[src/rtl/psram_seq_pkg.sv]
package psram_seq_pkg;
  typedef enum logic [2:0] {
    PH_IDLE   = 3'd0,
    PH_SETUP  = 3'd1,
    PH_STROBE = 3'd2,
    PH_HOLD   = 3'd3,
    PH_RECOV  = 3'd4
  } phase_t;
endpackage

[src/rtl/psram_phase_timer.sv]
module psram_phase_timer #(
  parameter int W = 4
) (
  input  logic         clk,
  input  logic         rst,
  input  logic         load,
  input  logic [W-1:0] load_val,
  output logic         expired
);
  logic [W-1:0] cnt;

  always_ff @(posedge clk) begin
    if (rst)              cnt <= '0;
    else if (load)        cnt <= load_val;
    else if (cnt != '0)   cnt <= cnt - 1'b1;
  end

  assign expired = (cnt == '0);
endmodule

[src/rtl/psram_seq_fsm.sv]
module psram_seq_fsm
  import psram_seq_pkg::*;
#(
  parameter int SETUP_CYC = 2,
  parameter int RD_CYC    = 4,
  parameter int WR_CYC    = 3,
  parameter int HOLD_CYC  = 1,
  parameter int RECOV_CYC = 2,
  parameter int TMR_W     = 3
) (
  input  logic             clk,
  input  logic             rst,
  input  logic             start,
  input  logic             is_write,
  input  logic             expired,
  output phase_t           phase,
  output logic             load,
  output logic [TMR_W-1:0] load_val
);
  localparam logic [TMR_W-1:0] LV_SETUP = TMR_W'(SETUP_CYC - 1);
  localparam logic [TMR_W-1:0] LV_RD    = TMR_W'(RD_CYC - 1);
  localparam logic [TMR_W-1:0] LV_WR    = TMR_W'(WR_CYC - 1);
  localparam logic [TMR_W-1:0] LV_HOLD  = TMR_W'(HOLD_CYC - 1);
  localparam logic [TMR_W-1:0] LV_RECOV = TMR_W'(RECOV_CYC - 1);

  phase_t nxt;

  always_comb begin
    nxt      = phase;
    load     = 1'b0;
    load_val = '0;
    unique case (phase)
      PH_IDLE: if (start) begin
        nxt = PH_SETUP; load = 1'b1; load_val = LV_SETUP;
      end
      PH_SETUP: if (expired) begin
        nxt = PH_STROBE; load = 1'b1; load_val = is_write ? LV_WR : LV_RD;
      end
      PH_STROBE: if (expired) begin
        nxt = PH_HOLD; load = 1'b1; load_val = LV_HOLD;
      end
      PH_HOLD: if (expired) begin
        nxt = PH_RECOV; load = 1'b1; load_val = LV_RECOV;
      end
      PH_RECOV: if (expired) nxt = PH_IDLE;
      default: nxt = PH_IDLE;
    endcase
  end

  always_ff @(posedge clk) begin
    if (rst) phase <= PH_IDLE;
    else     phase <= nxt;
  end
endmodule

[src/rtl/psram_lane_ctrl.sv]
module psram_lane_ctrl #(
  parameter int DATA_W = 16,
  localparam int LANES = DATA_W / 8
) (
  input  logic              sel,
  input  logic [LANES-1:0]  be,
  input  logic [DATA_W-1:0] rd_bus,
  output logic [LANES-1:0]  lane_n,
  output logic [DATA_W-1:0] rd_masked
);
  for (genvar i = 0; i < LANES; i++) begin : g_lane
    assign lane_n[i]            = ~(sel & be[i]);
    assign rd_masked[8*i +: 8]  = be[i] ? rd_bus[8*i +: 8] : 8'h00;
  end
endmodule

[src/rtl/psram_seq.sv]
module psram_seq
  import psram_seq_pkg::*;
#(
  parameter int ADDR_W    = 19,
  parameter int DATA_W    = 16,
  parameter int SETUP_CYC = 2,
  parameter int RD_CYC    = 4,
  parameter int WR_CYC    = 3,
  parameter int HOLD_CYC  = 1,
  parameter int RECOV_CYC = 2,
  localparam int LANES    = DATA_W / 8,
  localparam int MAX_A    = (RD_CYC > WR_CYC) ? RD_CYC : WR_CYC,
  localparam int MAX_B    = (SETUP_CYC > HOLD_CYC) ? SETUP_CYC : HOLD_CYC,
  localparam int MAX_C    = (MAX_A > MAX_B) ? MAX_A : MAX_B,
  localparam int MAX_CYC  = (MAX_C > RECOV_CYC) ? MAX_C : RECOV_CYC,
  localparam int TMR_W    = $clog2(MAX_CYC + 1)
) (
  input  logic              clk,
  input  logic              rst,
  input  logic              req_valid,
  output logic              req_ready,
  input  logic              req_write,
  input  logic [ADDR_W-1:0] req_addr,
  input  logic [DATA_W-1:0] req_wdata,
  input  logic [LANES-1:0]  req_be,
  output logic              rsp_valid,
  output logic [DATA_W-1:0] rsp_data,
  output logic              mem_ce_n,
  output logic              mem_ce2,
  output logic              mem_oe_n,
  output logic              mem_we_n,
  output logic              mem_ub_n,
  output logic              mem_lb_n,
  output logic [ADDR_W-1:0] mem_addr,
  output logic [DATA_W-1:0] mem_dq_out,
  output logic              mem_dq_oe,
  input  logic [DATA_W-1:0] mem_dq_in
);
  phase_t             phase;
  logic               load, expired, accept, sel;
  logic [TMR_W-1:0]   load_val;
  logic               wr_q;
  logic [ADDR_W-1:0]  addr_q;
  logic [DATA_W-1:0]  wdata_q, rd_masked;
  logic [LANES-1:0]   be_q, lane_n;

  assign req_ready = (phase == PH_IDLE);
  assign accept    = req_valid & req_ready;
  assign sel       = (phase == PH_STROBE);

  psram_phase_timer #(.W(TMR_W)) u_tmr (
    .clk(clk), .rst(rst), .load(load), .load_val(load_val), .expired(expired)
  );

  psram_seq_fsm #(
    .SETUP_CYC(SETUP_CYC), .RD_CYC(RD_CYC), .WR_CYC(WR_CYC),
    .HOLD_CYC(HOLD_CYC), .RECOV_CYC(RECOV_CYC), .TMR_W(TMR_W)
  ) u_fsm (
    .clk(clk), .rst(rst), .start(accept), .is_write(wr_q),
    .expired(expired), .phase(phase), .load(load), .load_val(load_val)
  );

  psram_lane_ctrl #(.DATA_W(DATA_W)) u_lane (
    .sel(sel), .be(be_q), .rd_bus(mem_dq_in),
    .lane_n(lane_n), .rd_masked(rd_masked)
  );

  always_ff @(posedge clk) begin
    if (rst) begin
      wr_q    <= 1'b0;
      addr_q  <= '0;
      wdata_q <= '0;
      be_q    <= '0;
    end else if (accept) begin
      wr_q    <= req_write;
      addr_q  <= req_addr;
      wdata_q <= req_wdata;
      be_q    <= req_be;
    end
  end

  always_ff @(posedge clk) begin
    if (rst) begin
      rsp_valid <= 1'b0;
      rsp_data  <= '0;
    end else if (sel && expired && !wr_q) begin
      rsp_valid <= 1'b1;
      rsp_data  <= rd_masked;
    end else begin
      rsp_valid <= 1'b0;
    end
  end

  assign mem_ce_n   = ~sel;
  assign mem_ce2    = sel;
  assign mem_oe_n   = ~(sel & ~wr_q);
  assign mem_we_n   = ~(sel & wr_q);
  assign mem_lb_n   = lane_n[0];
  assign mem_ub_n   = lane_n[LANES-1];
  assign mem_addr   = addr_q;
  assign mem_dq_out = wdata_q;
  assign mem_dq_oe  = wr_q & ((phase == PH_SETUP) | sel | (phase == PH_HOLD));
endmodule

[config.mk]
export PLATFORM = sky130hd
export DESIGN_NAME = psram_seq
export DESIGN_NICKNAME = d
export VERILOG_FILES = /design/src/rtl/psram_seq_pkg.sv /design/src/rtl/psram_phase_timer.sv /design/src/rtl/psram_seq_fsm.sv /design/src/rtl/psram_lane_ctrl.sv /design/src/rtl/psram_seq.sv
export SDC_FILE = /design/constraint.sdc
export NUM_CORES = 1
export LEC_CHECK = 0
export ABC_AREA = 1
export BUFFER_PORTS_ARGS = -buffer_cell sky130_fd_sc_hd__buf_2
export CORE_MARGIN = 2
export CORE_UTILIZATION = 30
export DETAILED_ROUTE_END_ITERATION = 8
export PLACE_DENSITY = 0.62
export SYNTH_ARGS = -nofsm -noshare
export SYNTH_HDL_FRONTEND = slang
export SYNTH_HIERARCHICAL = 1
export SYNTH_SLANG_ARGS = --single-unit
[constraint.sdc]
create_clock -name clk -period 3.6 [get_ports clk]
set_clock_uncertainty 0.05 [all_clocks]
set_input_delay 0.18 -clock clk [delete_from_list [all_inputs] [get_ports clk]]
set_output_delay 0.18 -clock clk [all_outputs]
set_load 0.01 [all_outputs]
After elaboration in Yosys (flattened, before gate mapping) --
Index checks and enable logic that the tools add are counted.
Storage, ports and cells: register bits after elaboration 61, bits in latches 0, bits in writable memories 0, ROM bits 0, bits of input ports 57, output and inout port bits 60, word-level logic and storage cells 60, memories kept 0
Operators by class: add/sub/neg operators 1, multiply operators 0, divide/modulo/power cells 0, order comparisons 0, eq/ne operators 9, shifts and indexed selects 0, muxes and demuxes 19, bitwise operators 14, reduce and logical (&&, ||, !) cells 9
Operators by type and width (number):
- 3-bit two-way mux | 8
- 8-bit two-way mux | 2
- 3-bit one-hot mux with 5 select lines | 1
- 3-bit one-hot mux with 3 select lines | 1
- 2-bit != test (second input constant) | 4
- 1-bit bitwise AND | 6
- 3-bit by 2-bit == test with 1-bit output (second input constant) | 2
- 3-bit logical NOT | 2
- 1-bit two-way mux | 6
- 1-bit NOT | 6
- 5-bit AND reduction | 1
- 3-bit by 1-bit == test with 1-bit output (second input constant) | 1
- 3-bit == test (second input constant) | 1
- 3-bit nonzero test | 1
- 3-bit OR reduction | 1
- 3-bit by 1-bit subtractor with 3-bit output (second input constant) | 1
- 1-bit logical AND | 2
- 2-bit by 1-bit != test with 1-bit output (second input constant) | 1
- 1-bit bitwise OR | 2
- 1-bit one-hot mux with 2 select lines | 1
- 2-bit nonzero test | 1
- 1-bit logical NOT | 1

Logic depth before layout (Yosys ltp) --
depth in word-level cells 5, gate-level depth with buffers 13, gate-level depth less buffers 12

Hierarchy --
Netlist, hierarchy kept.
Modules (own cells, without submodules):
- psram_seq | times used 1, cells each 280, area an instance 2030.7 sq um, seq. area each 1101.1 sq um
- psram_seq_fsm | times used 1, cells each 34, area an instance 212.7 sq um, seq. area each 60.1 sq um
- psram_phase_timer | times used 1, cells each 28, area an instance 198.9 sq um, seq. area each 60.1 sq um
- psram_lane_ctrl | times used 1, cells each 36, area an instance 150.1 sq um, seq. area each 0.0 sq um

Least setup slack after synthesis --
No wires, ideal clock.
path type register to register, from register u_fsm.phase[0], to register u_tmr.cnt[1], setup time 0.114 ns, arrival time 1.687 ns, data required time 3.436 ns, slack 1.750 ns, cell stages (with the launch flop) 14, buffers on the path 1, clock period less this slack 1.850 ns, cell sequence dfxtp_1 > nor2_2 > nand3_2 > inv_2 > buf_2 > inv_1 > nor2_1 > nand2_2 > a21oi_1 > inv_2 > nand3_2 > inv_1 > nor2_1 > nor2_1
On the way: longest elaborated chain between the ends 5, elaborated cells between the ends (all ways) 11, those cells by class eq/ne (3); mux (4); bitwise (1); reduce/logical (3)
Ends and longest elaborated chain:
- from (decl) | RTL line psram_seq_fsm.sv:16 | output phase_t phase,
- from (signal assigned) | RTL line psram_seq_fsm.sv:52 | else phase <= nxt;
- 3-bit logical NOT * | RTL line psram_seq.sv:47 | assign req_ready = (phase == PH_IDLE);
- 1-bit bitwise AND * | RTL line psram_seq.sv:48 | assign accept = req_valid & req_ready;
- named net accept | RTL line psram_seq.sv:40 | logic load, expired, accept, sel;
- 1-bit two-way mux * | RTL line psram_seq_fsm.sv:33 | PH_IDLE: if (start) begin
- 1-bit one-hot mux with 2 select lines * | RTL line psram_seq_fsm.sv:32 | unique case (phase)
- named net load | RTL line psram_seq.sv:40
- 3-bit two-way mux / 2-bit nonzero test (equally long branches)
- to (signal assigned) | RTL line psram_phase_timer.sv:14 | else if (load) cnt <= load_val;
- to (signal assigned) | RTL line psram_phase_timer.sv:15 | else if (cnt != '0) cnt <= cnt - 1'b1;
- to (decl) | RTL line psram_phase_timer.sv:10 | logic [W-1:0] cnt;
Mark *: on every way through the listed nets, which the timed path passes. The rest lies on a longest branch. A chain may end at the register's enable or synchronous reset.

Worst setup path after layout --
from register u_fsm.phase[0], to register u_tmr.cnt[1]
On the way: longest elaborated chain between the ends 5, elaborated cells between the ends (all ways) 11, those cells by class eq/ne (3); mux (4); bitwise (1); reduce/logical (3)
Ends and longest elaborated chain (RTL line):
- 3-bit logical NOT | psram_seq_fsm.sv:32, psram_seq.sv:47
- 1-bit bitwise AND | psram_seq.sv:48
- 1-bit two-way mux | psram_seq_fsm.sv:33
- 1-bit one-hot mux with 2 select lines * | psram_seq_fsm.sv:32
- named net load | psram_seq.sv:40
- 3-bit two-way mux / 2-bit nonzero test (equally long branches)
Marks and branches as above.

==> flow_metrics.tcl <==
set metrics [dict create \
    hold_viol 0 \
    grtUsageTotal_pct 14.2 \
    insertion_delay_ps 330 \
    hold_class "in -> reg" \
    die_h_um 97.0 \
    cp.arrival_ps 2550 \
    overflow 0 \
    start_util_pct 31.2 \
    power_mw 2.30 \
    htreeDepth 3 \
    synth.avg_cell_area_um2 6.86 \
    antenna_found_initial 2 \
    setup_viol 0 \
    syn_to_final_growth_pct 31.5 \
    drc 0 \
    vias 2594 \
    die_area_um2 9400 \
    grt_start_max_net_pins 40 \
    drt-total-wl_mm 6.65 \
    synth_cell_types 26 \
    dr.pass1.iters 4 \
    crit_type "reg -> reg" \
    place_hpwl_mm 4.61 \
    path_clk_slew_ps 70 \
    register_area_um2 1220 \
    yosysWarnings 6 \
    cap_violations 0 \
    yosysSeqAreaShare_pct 47.1 \
    drive_gt1_share_pct 29.1 \
    grt_pass1_wl_mm 11.0 \
    nets 548 \
    syn_inst 378 \
    synth.cell_area_um2 2590 \
    worst_path_most_repeated_cell "nor2_1" \
    cts-buffers-inserted 9 \
    post-route-period-util_pct 66.2 \
    finalSetupTns_ps 0 \
    worstMarginPinSlew_ps 641 \
    startpoint_type "flop" \
    leakage_nw 1.90 \
    fp-row-count 33 \
    port_buffers 116 \
    wire_per_inst_um 11.1 \
    via_per_inst 4.32 \
    crit_family "simple AND/OR/NAND/NOR gates" \
    worstPathRequired_ps 3770 \
    yosys-mux-area-fraction_pct 0 \
    gp_congestion 0.834 \
    die_w_um 97.0 \
    synth_fa_ha_area_share_pct 0.965 \
    synth_nets 437 \
    ctsResizeCount 0 \
    fill_cells 885 \
    clockRootBuffer "clkbuf_8" \
    finalCriticalPeriod_ps 2380 \
    synth-simple-area-share_pct 29.6 \
    grt_pass1_vias 2429 \
    cts_setup_buffers 0 \
    cts_tree "yes" \
    cpMaxStageDelayCell "inv_2" \
    vdd.ir_drop.worst_uv 240 \
    grt_setup_unrepaired "no" \
    core-area_um2 8300 \
    final_cell_mix "nand2_1 (137), buf_2 (116), dfxtp_1 (61), inv_1 (48), a21oi_1 (43)" \
    layout_commonest_cell "nand2_1" \
    run_status "completed" \
    cp_cell_sequence "nor2_2 -> nand3_2 -> inv_2 -> inv_1 -> nor2_1 -> nand2_2 -> a21oi_1 -> inv_2 -> nand3_2 -> inv_1 -> nor2_1 -> nor2_1" \
    synth_top_family_by_area "simple AND/OR/NAND/NOR gates" \
    ys_ff_latch 61 \
    synth_compound_area_share_pct 10.1 \
    ctsHoldBuffers 0 \
    slew_viol_final 0 \
    drt-initial-drc-count 82 \
    clock_sinks 61 \
    antenna_left 0 \
    multi_input_area_um2 1070 \
    cpPeakStageDelay_ps 470 \
    fmax_mhz 419 \
    synth-xor-area-share_pct 0.338 \
    cp_max_fo 39 \
    end_kind "flop" \
    ioPinCount 117 \
    powerDensity_nw_per_um2 674 \
    cp.buffers_inverters 4 \
    cts_buffer_depth 2 \
    max_slew_margin_pct 57.2 \
]
per-layer routing:
metal	share of wire [%]	track usage (%)	up-vias
met5	0	0	-
met4	0.84	6.28	0
met3	7.5	5.06	5
met2	45	23.1	99
met1	46	16.7	1131
li1	-	-	1359
per-stage QoR:
step                      utilization, %  hold slack [ps]  std cells  instance area [um^2]  worst slack [ps]
final                               41.1             43.4        600                  3410              1220
after global routing                41.0             20.5        599                  3410               897
after CTS                           41.0             22.4        599                  3410              1180
after detailed placement            38.7              385        583                  3210              1210
after global placement              38.7              380        583                  3210              1320
after floorplan                        -              192        378                  2590              1750
synth_stat cells:
cell type	count	area share (%)
a21oi_1	43	8.3
nand2_2	2	0.48
nor3_2	1	0.39
nor2_1	42	6.1
nor3_1	2	0.39
a21oi_2	1	0.34
inv_1	48	6.9
o21bai_1	1	0.29
o21ai_1	1	0.19
buf_1	1	0.14
buf_2	7	1.4
nand4_1	4	0.97
inv_2	3	0.43
conb_1	1	0.14
clkbuf_1	5	0.72
o21ai_0	2	0.39
ha_1	2	0.97
nand2_1	137	20
nand3_2	2	0.77
xnor2_1	1	0.34
buf_4	3	0.87
nor2_2	2	0.48
buf_6	3	1.3
dfxtp_1	61	47
o211ai_1	2	0.58
nand3_1	1	0.19
kinds of logic after synthesis:
kind of cell	count (synthesis)
AND/OR/NAND/NOR	193
buffers and inverters	70
flip-flops	61
AO/OA/AOI/OAI	50
adder cells (fa/ha/maj)	2
XOR/XNOR	1
other	1
cell type report:
cell class | count | area share, %
Clock buffer | 12 | 4.26
Antenna cell | 1 | 0.0734
Tap cell | 105 | 3.85
Timing Repair Buffer | 119 | 17.7
Clock inverter | 4 | 1.40
Inverter | 51 | 5.62
Sequential cell | 61 | 35.8
Multi-Input combinational cell | 247 | 31.3
sequential cells by signal, summed over array words and instances (netlist names):
| register | cells |
|---|---|
| u_fsm/phase | 3 |
| rsp_valid | 1 |
| rsp_data | 16 |
| mem_addr | 19 |
| mem_dq_out | 16 |
| u_tmr/cnt | 3 |
| wr_q | 1 |
| be_q | 2 |
tightest hold or removal path, stage by stage:
cell	delay (ps)
buf_2	90
nand2_1	50
a21oi_1	50
worst paths after layout:
kind / startpoint / to / slack, ps / cells after the start
min reg2reg: mem_dq_out[8]$_SDFFE_PP0P_ / mem_dq_out[8]$_SDFFE_PP0P_ / 410 / 2
max: u_fsm/phase[0]$_SDFFE_PP0P_ / u_tmr/cnt[1]$_SDFFE_PP0P_ / 1220 / 12
min: req_addr[9] / mem_addr[9]$_SDFFE_PP0P_ / 40 / 3
max reg2reg: u_fsm/phase[0]$_SDFFE_PP0P_ / u_tmr/cnt[1]$_SDFFE_PP0P_ / 1220 / 12
where the power goes:
group / leakage [nW] / switching, mW / internal, mW
Clock: 0.0964 / 0.261 / 0.337
Sequential: 0.499 / 0.0923 / 0.802
Combinational: 1.30 / 0.508 / 0.298
Total: 1.90 / 0.861 / 1.44
Power figures use the tool's default switching activity.
